[src/rtl/spim_pkg.sv]
package spim_pkg;
  typedef enum logic [1:0] {
    RATE_D0  = 2'd0,
    RATE_D1  = 2'd1,
    RATE_D2  = 2'd2,
    RATE_TMR = 2'd3
  } rate_e;
endpackage

[src/rtl/spim_rate.sv]
// Half-bit tick generator: fixed divider or external timer pulse.
module spim_rate
  import spim_pkg::*;
#(
  parameter int DIV0 = 4,
  parameter int DIV1 = 16,
  parameter int DIV2 = 64
) (
  input  logic  clk,
  input  logic  rst_n,
  input  logic  run,
  input  rate_e sel,
  input  logic  tmr_tick,
  output logic  half_tick
);
  localparam int CW = $clog2(DIV2) + 1;
  localparam logic [CW-1:0] LIM0 = CW'(DIV0 / 2 - 1);
  localparam logic [CW-1:0] LIM1 = CW'(DIV1 / 2 - 1);
  localparam logic [CW-1:0] LIM2 = CW'(DIV2 / 2 - 1);

  logic [CW-1:0] cnt_q, cnt_d, lim;

  always_comb begin
    case (sel)
      RATE_D0: lim = LIM0;
      RATE_D1: lim = LIM1;
      default: lim = LIM2;
    endcase
    if (sel == RATE_TMR) half_tick = run & tmr_tick;
    else                 half_tick = run & (cnt_q >= lim);
    cnt_d = cnt_q;
    if (!run || half_tick)  cnt_d = '0;
    else if (sel != RATE_TMR) cnt_d = cnt_q + CW'(1);
  end

  always_ff @(posedge clk or negedge rst_n) begin
    if (!rst_n) cnt_q <= '0;
    else        cnt_q <= cnt_d;
  end

  // Fastest divider: ticks never fall on consecutive cycles.
  p_fast_gap_r5: assert property (@(posedge clk) disable iff (!rst_n)
    (half_tick && sel == RATE_D0) |=> (!half_tick || sel != RATE_D0));
endmodule

[src/rtl/spim_shift.sv]
// Bit sequencer, shift register, sampling and SCK shaping.
module spim_shift #(
  parameter int W = 8
) (
  input  logic         clk,
  input  logic         rst_n,
  input  logic         en,
  input  logic         start,
  input  logic [W-1:0] tx_byte,
  input  logic         half_tick,
  input  logic         cpol,
  input  logic         early,
  input  logic         smp_end,
  input  logic         sdi,
  output logic         busy,
  output logic         sck,
  output logic         msb,
  output logic         done_pulse,
  output logic [W-1:0] rx_byte
);
  localparam int BCW = (W > 2) ? $clog2(W) : 1;
  localparam logic [BCW-1:0] LAST = BCW'(W - 1);

  logic           busy_q, busy_d;
  logic           ph_q, ph_d;
  logic [BCW-1:0] bit_q, bit_d;
  logic [W-1:0]   sr_q, sr_d;
  logic           smp_q, smp_d;
  logic           bit_end, in_bit;

  always_comb begin
    in_bit     = smp_end ? sdi : smp_q;
    bit_end    = busy_q & half_tick & ph_q;
    done_pulse = bit_end & (bit_q == LAST);
    rx_byte    = {sr_q[W-2:0], in_bit};
    busy_d = busy_q;
    ph_d   = ph_q;
    bit_d  = bit_q;
    sr_d   = sr_q;
    smp_d  = smp_q;
    if (!en) begin
      busy_d = 1'b0;
      ph_d   = 1'b0;
      bit_d  = '0;
    end else if (start) begin
      busy_d = 1'b1;
      ph_d   = 1'b0;
      bit_d  = '0;
      sr_d   = tx_byte;
    end else if (busy_q && half_tick) begin
      if (!ph_q) begin
        ph_d = 1'b1;
        if (!smp_end) smp_d = sdi;
      end else begin
        ph_d = 1'b0;
        sr_d = rx_byte;
        if (done_pulse) begin
          busy_d = 1'b0;
          bit_d  = '0;
        end else begin
          bit_d = bit_q + BCW'(1);
        end
      end
    end
  end

  always_ff @(posedge clk or negedge rst_n) begin
    if (!rst_n) begin
      busy_q <= 1'b0;
      ph_q   <= 1'b0;
      bit_q  <= '0;
      sr_q   <= '0;
      smp_q  <= 1'b0;
    end else begin
      busy_q <= busy_d;
      ph_q   <= ph_d;
      bit_q  <= bit_d;
      sr_q   <= sr_d;
      smp_q  <= smp_d;
    end
  end

  assign busy = busy_q;
  assign msb  = sr_q[W-1];
  assign sck  = busy_q ? (cpol ^ (early ? ph_q : ~ph_q)) : cpol;

  // Transmit bit holds for the whole bit time.
  p_msb_hold_r2: assert property (@(posedge clk) disable iff (!rst_n)
    (busy_q && !bit_end && !start) |=> (!busy_q || $stable(sr_q[W-1])));
  // SCK only moves on a half-bit tick (configuration held).
  p_sck_steady_r3: assert property (@(posedge clk) disable iff (!rst_n)
    (busy_q && !half_tick && en) |=>
      ($stable(sck) || !$stable(cpol) || !$stable(early)));
  // After the last bit the engine is idle with SCK at rest.
  p_end_idle_r6: assert property (@(posedge clk) disable iff (!rst_n)
    (done_pulse && en) |=> (!busy_q && sck == cpol));
endmodule

[src/rtl/spim_stat.sv]
// Receive buffer and sticky status flags.
module spim_stat #(
  parameter int W = 8
) (
  input  logic         clk,
  input  logic         rst_n,
  input  logic         en,
  input  logic         load,
  input  logic [W-1:0] rx_byte,
  input  logic         wr_stb,
  input  logic         busy,
  input  logic         rd_stb,
  input  logic         clr_done,
  input  logic         clr_wcol,
  output logic [W-1:0] buf_data,
  output logic         done,
  output logic         full,
  output logic         wcol
);
  logic [W-1:0] buf_q, buf_d;
  logic done_q, done_d, full_q, full_d, wcol_q, wcol_d, collide;

  always_comb begin
    collide = wr_stb & en & busy;
    buf_d   = load ? rx_byte : buf_q;
    done_d  = load | (done_q & ~clr_done);
    full_d  = load | (full_q & ~rd_stb);
    wcol_d  = collide | (wcol_q & ~clr_wcol);
  end

  always_ff @(posedge clk or negedge rst_n) begin
    if (!rst_n) begin
      buf_q  <= '0;
      done_q <= 1'b0;
      full_q <= 1'b0;
      wcol_q <= 1'b0;
    end else begin
      buf_q  <= buf_d;
      done_q <= done_d;
      full_q <= full_d;
      wcol_q <= wcol_d;
    end
  end

  assign buf_data = buf_q;
  assign done     = done_q;
  assign full     = full_q;
  assign wcol     = wcol_q;

  p_full_set_r6: assert property (@(posedge clk) disable iff (!rst_n)
    load |=> (full_q && done_q));
  p_buf_hold_r8: assert property (@(posedge clk) disable iff (!rst_n)
    !load |=> $stable(buf_q));
  p_done_hold_r8: assert property (@(posedge clk) disable iff (!rst_n)
    (done_q && !clr_done) |=> done_q);
  p_wcol_set_r9: assert property (@(posedge clk) disable iff (!rst_n)
    (wr_stb && busy && en) |=> wcol_q);
endmodule

[src/rtl/spi_byte_master.sv]
module spi_byte_master
  import spim_pkg::*;
#(
  parameter int W    = 8,
  parameter int DIV0 = 4,
  parameter int DIV1 = 16,
  parameter int DIV2 = 64
) (
  input  logic         clk,
  input  logic         rst_n,
  input  logic         en,
  input  logic         sck_idle_hi,
  input  logic         early_data,
  input  logic         smp_end,
  input  logic [1:0]   rate_sel,
  input  logic         sdo_en,
  input  logic         tmr_tick,
  input  logic         wr_stb,
  input  logic [W-1:0] wr_data,
  input  logic         rd_stb,
  input  logic         clr_done,
  input  logic         clr_wcol,
  output logic [W-1:0] rd_data,
  output logic         busy,
  output logic         done,
  output logic         full,
  output logic         wcol,
  output logic         sck,
  output logic         sdo,
  input  logic         sdi
);
  logic         half_tick, start, msb, done_pulse, busy_i;
  logic [W-1:0] rx_byte;

  assign start = wr_stb & en & ~busy_i;

  spim_rate #(.DIV0(DIV0), .DIV1(DIV1), .DIV2(DIV2)) u_rate (
    .clk      (clk),
    .rst_n    (rst_n),
    .run      (busy_i),
    .sel      (rate_e'(rate_sel)),
    .tmr_tick (tmr_tick),
    .half_tick(half_tick)
  );

  spim_shift #(.W(W)) u_shift (
    .clk       (clk),
    .rst_n     (rst_n),
    .en        (en),
    .start     (start),
    .tx_byte   (wr_data),
    .half_tick (half_tick),
    .cpol      (sck_idle_hi),
    .early     (early_data),
    .smp_end   (smp_end),
    .sdi       (sdi),
    .busy      (busy_i),
    .sck       (sck),
    .msb       (msb),
    .done_pulse(done_pulse),
    .rx_byte   (rx_byte)
  );

  spim_stat #(.W(W)) u_stat (
    .clk     (clk),
    .rst_n   (rst_n),
    .en      (en),
    .load    (done_pulse & en),
    .rx_byte (rx_byte),
    .wr_stb  (wr_stb),
    .busy    (busy_i),
    .rd_stb  (rd_stb),
    .clr_done(clr_done),
    .clr_wcol(clr_wcol),
    .buf_data(rd_data),
    .done    (done),
    .full    (full),
    .wcol    (wcol)
  );

  assign busy = busy_i;
  assign sdo  = busy_i & sdo_en & msb;

  // Output is silent whenever the driver is switched off.
  p_sdo_quiet_r7: assert property (@(posedge clk) disable iff (!rst_n)
    !sdo_en |-> !sdo);
  // A write while idle and enabled always launches a transfer.
  p_start_r1: assert property (@(posedge clk) disable iff (!rst_n)
    (wr_stb && en && !busy) |=> (busy || !en));
endmodule

[config.mk]
export PLATFORM = sky130hd
export DESIGN_NAME = spi_byte_master
export DESIGN_NICKNAME = d
export VERILOG_FILES = /design/src/rtl/spim_pkg.sv /design/src/rtl/spim_rate.sv /design/src/rtl/spim_shift.sv /design/src/rtl/spim_stat.sv /design/src/rtl/spi_byte_master.sv
export SDC_FILE = /design/constraint.sdc
export NUM_CORES = 1
export LEC_CHECK = 0
export BUFFER_PORTS_ARGS = -buffer_cell sky130_fd_sc_hd__buf_4
export CORE_ASPECT_RATIO = 0.9
export CORE_MARGIN = 2
export CORE_UTILIZATION = 50
export CTS_CLUSTER_SIZE = 25
export DETAILED_ROUTE_END_ITERATION = 6
export PLACE_DENSITY = 0.74
export SYNTH_ARGS = -nofsm -noshare
export SYNTH_HDL_FRONTEND = slang
export SYNTH_HIERARCHICAL = 1
export SYNTH_SLANG_ARGS = --single-unit
export TNS_END_PERCENT = 20
[constraint.sdc]
create_clock -name clk -period 3.56 [get_ports clk]
set_input_delay 0.712 -clock clk [delete_from_list [all_inputs] [get_ports clk]]
set_output_delay 0.712 -clock clk [all_outputs]
set_load 0.02 [all_outputs]
==> impl_metrics.env <==
export IMPL_rsz0062_at_grt="false"
export IMPL_drt_iter0_markers=73
export IMPL_grt_use_met2_pct=32.2
export IMPL_port_buffers=36
export IMPL_ff_latch_area_um2=801
export IMPL_rr_startpoint="u_rate/cnt_q[4]$_DFFE_PN0P_"
export IMPL_grt_pass1_wl_um=5720
export IMPL_p_clk_share_pct=37.0
export IMPL_hpwl_um=2520
export IMPL_slew_violations=0
export IMPL_status="finished, final reports clean"
export IMPL_core_area_mm2=0.00333
export IMPL_most_common_layout_cells="38 x buf_4, 32 x dfrtp_1, 15 x mux2_2"
export IMPL_grtUsageMet3_pct=4.56
export IMPL_maxCapViolCount=0
export IMPL_max_freq_mhz=360
export IMPL_power_total_mw=0.918
export IMPL_setup_tns_final_ns=0
export IMPL_p_seq_share_pct=47.8
export IMPL_clk_latency_ns=0.28
export IMPL_synth_cell_types=41
export IMPL_cts_buffer_depth=2
export IMPL_internal_power_mw=0.697
export IMPL_layout_commonest_cell="buf_4"
export IMPL_clk_pin_slew_ns=0.07
export IMPL_busiest_layer="met2"
export IMPL_n_antenna_cell=0
export IMPL_ys_ff_latch=32
export IMPL_post_drt_wl_per_cell_um=14.6
export IMPL_place_area_mm2=0.00201
export IMPL_die_width_um=65.7
export IMPL_antenna_found_initial=0
export IMPL_num_rows=20
export IMPL_synth_ff_type="dfrtp_1"
export IMPL_end_kind="flip-flop"
export IMPL_critPathKind="in2reg"
export IMPL_crit_arrival_ns=2.94
export IMPL_cts_hold_buf=0
export IMPL_grt_start_max_net_pins=33
export IMPL_ctsResizeCount=0
export IMPL_clock_sinks=32
export IMPL_yosysSeqAreaShare_pct=46.7
export IMPL_die_area_mm2=0.00392
export IMPL_ios=37
export IMPL_startpoint="rate_sel[0]"
export IMPL_drive_above_1_share_pct=42.2
export IMPL_peakVddDrop_uv=301
export IMPL_synth_net_count=175
export IMPL_htree_levels=2
export IMPL_yosysWarnings=6
export IMPL_multiInputGateArea_um2=845
export IMPL_finalNetCount=214
export IMPL_detail_route_antenna_nets=0
export IMPL_worst_ep_required_time_ns=3.73
export IMPL_finalCritPeriodShare_pct=78.0
export IMPL_num_vias=1260
export IMPL_dp_cells=221
export IMPL_die_h_um=59.6
export IMPL_fin_area_mm2=0.00212
export IMPL_setup_viol=0
export IMPL_start_kind="input port"
export IMPL_power_leakage_nw=1.01
export IMPL_cellPowerDensity_mw_per_mm2=432
export IMPL_route_detailed_drc=0
export IMPL_drtPass1Iterations=4
export IMPL_cts_made_buffers=5
export IMPL_initial_core_util_pct=51.5
export IMPL_p_switching_mw=0.221
export IMPL_hold_viol=0
export IMPL_area_growth_pct=23.8
export IMPL_hold_class="in2async"
export IMPL_comb_power_share_pct=15.2
export IMPL_first_global_vias=1309
export IMPL_cts_setup_buffers=0
export IMPL_grtUsageTotal_pct=19.0
export IMPL_ys_async_sr_fraction_pct=100
export IMPL_instances_no_fill=229
export IMPL_gp_congestion=0.838
export IMPL_nFillCells=259
export IMPL_syn_avg_cell_area_um2=11.8
export IMPL_critPathMaxFanout=10
export IMPL_synth_edff_count=0
export IMPL_cts_root_buf="clkbuf_8"
export IMPL_netlist_area_mm2=0.00172
export IMPL_cts_tree="yes"
export IMPL_slew_limit_headroom_pct=61.9
export IMPL_finalClockSkew_ns=0.00594
export IMPL_p_sw_share_pct=24.0
export IMPL_globalRoute_totalOverflow=0
export IMPL_via_per_inst=5.50
export IMPL_grtUsageMet1_pct=24.7
export IMPL_worst_pin_slew_ns=0.572
export IMPL_period_needed_ns=2.78
export IMPL_syn_inst=145
export IMPL_wirelength_um=3350
-- worst paths after layout --
path,cells after the start,end,slack [ns]
min in group clk,1,u_stat/done$_DFF_PN0_,0.49
max in group asynchronous,1,u_shift/smp_q$_DFFE_PN0P_,2.91
hold / removal,1,u_stat/buf_data[4]$_DFFE_PN0P_,0.35
setup reg to reg,9,u_stat/buf_data[6]$_DFFE_PN0P_,0.97
hold reg to reg,1,u_stat/done$_DFF_PN0_,0.49
setup / recovery,11,u_stat/buf_data[6]$_DFFE_PN0P_,0.78
-- layer usage --
metal | vias to the layer above | part of all wire, %
met1 | 607 | 44
met5 | - | 0
met2 | 44 | 49
met3 | 6 | 6.3
li1 | 603 | -
met4 | 0 | 0.84
-- power groups by stage --
| stage | logic [mW] | clock network [mW] | registers (mW) |
|---|---|---|---|
| global route | 0.153 | 0.362 | 0.444 |
| detailed placement | 0.141 | 0 | 0.446 |
| global placement | 0.135 | 0 | 0.441 |
| CTS | 0.142 | 0.347 | 0.439 |
| floorplan | 0.0934 | 0 | 0.436 |
| finish | 0.140 | 0.339 | 0.439 |
-- worst max-delay path, cell delays in order --
cell and delay (ns):
buf_4 0.12, nor2_1 0.15, ha_1 0.25, a211oi_1 0.22, o211ai_1 0.14, and3_1 0.23
and3_1 0.23, and2_2 0.23, and2_1 0.15, buf_4 0.19, mux2_4 0.31
-- area by class of cell --
class,count,share of cell area (%)
clock buffers,5,3.24
inverters,7,1.24
multi-input cells,100,39.8
well taps,44,2.59
flip-flops and latches,32,37.7
repair buffers,38,13.4
clock inverters,3,2.00
-- stage by stage --
stage                     hold slack, ns  setup WS, ns  util [%]
after global placement             0.470         0.626      60.5
final                              0.351         0.783      63.8
after CTS                          0.369         0.789      63.8
after floorplan                    0.416         0.633         -
after global routing               0.385         0.656      63.8
after detailed placement           0.480         0.499      60.5
-- synth_stat cells, types with 2 or more instances --
master / count / area share (%)
a211oi_1: 4 / 1.8
a21o_2: 2 / 1.0
a21oi_1: 3 / 0.88
a221oi_1: 3 / 1.5
and3_1: 2 / 0.73
buf_6: 2 / 1.3
dfrtp_1: 32 / 47
ha_1: 7 / 5.1
inv_1: 7 / 1.5
mux2_2: 15 / 9.8
mux2_4: 8 / 7.0
nand2_1: 11 / 2.4
nand2b_1: 3 / 1.1
nand3_1: 4 / 1.2
nand3b_1: 2 / 0.88
nor2_1: 2 / 0.44
o211ai_1: 2 / 0.88
o21ai_0: 6 / 1.8
o31ai_1: 2 / 0.88
or3_1: 3 / 1.1
or4_1: 2 / 0.88
xnor2_1: 3 / 1.5
xor2_1: 2 / 1.0
-- kinds of logic (layout without fill, tap and decap cells) --
family,Yosys count,count (layout),share of synthesized area (%)
flip-flops,32,32,46.7
multiplexers,24,24,17.4
buffers and inverters,13,53,4.08
adder cells (fa/ha/maj),7,7,5.11
AO/OA/AOI/OAI,27,27,12.2
XOR/XNOR,5,5,2.55
AND/OR/NAND/NOR,37,37,12.0
-- registers in the layout (all words and copies together), names as in the netlist --
name             cells
u_stat/buf_data      8
u_shift/busy         1
u_stat/wcol          1
u_stat/done          1
u_shift/smp_q        1
u_shift/bit_q        3
u_rate/cnt_q         7
u_shift/sr_q         8
u_shift/ph_q         1
u_stat/full          1
(Power assumes the default switching activity.)
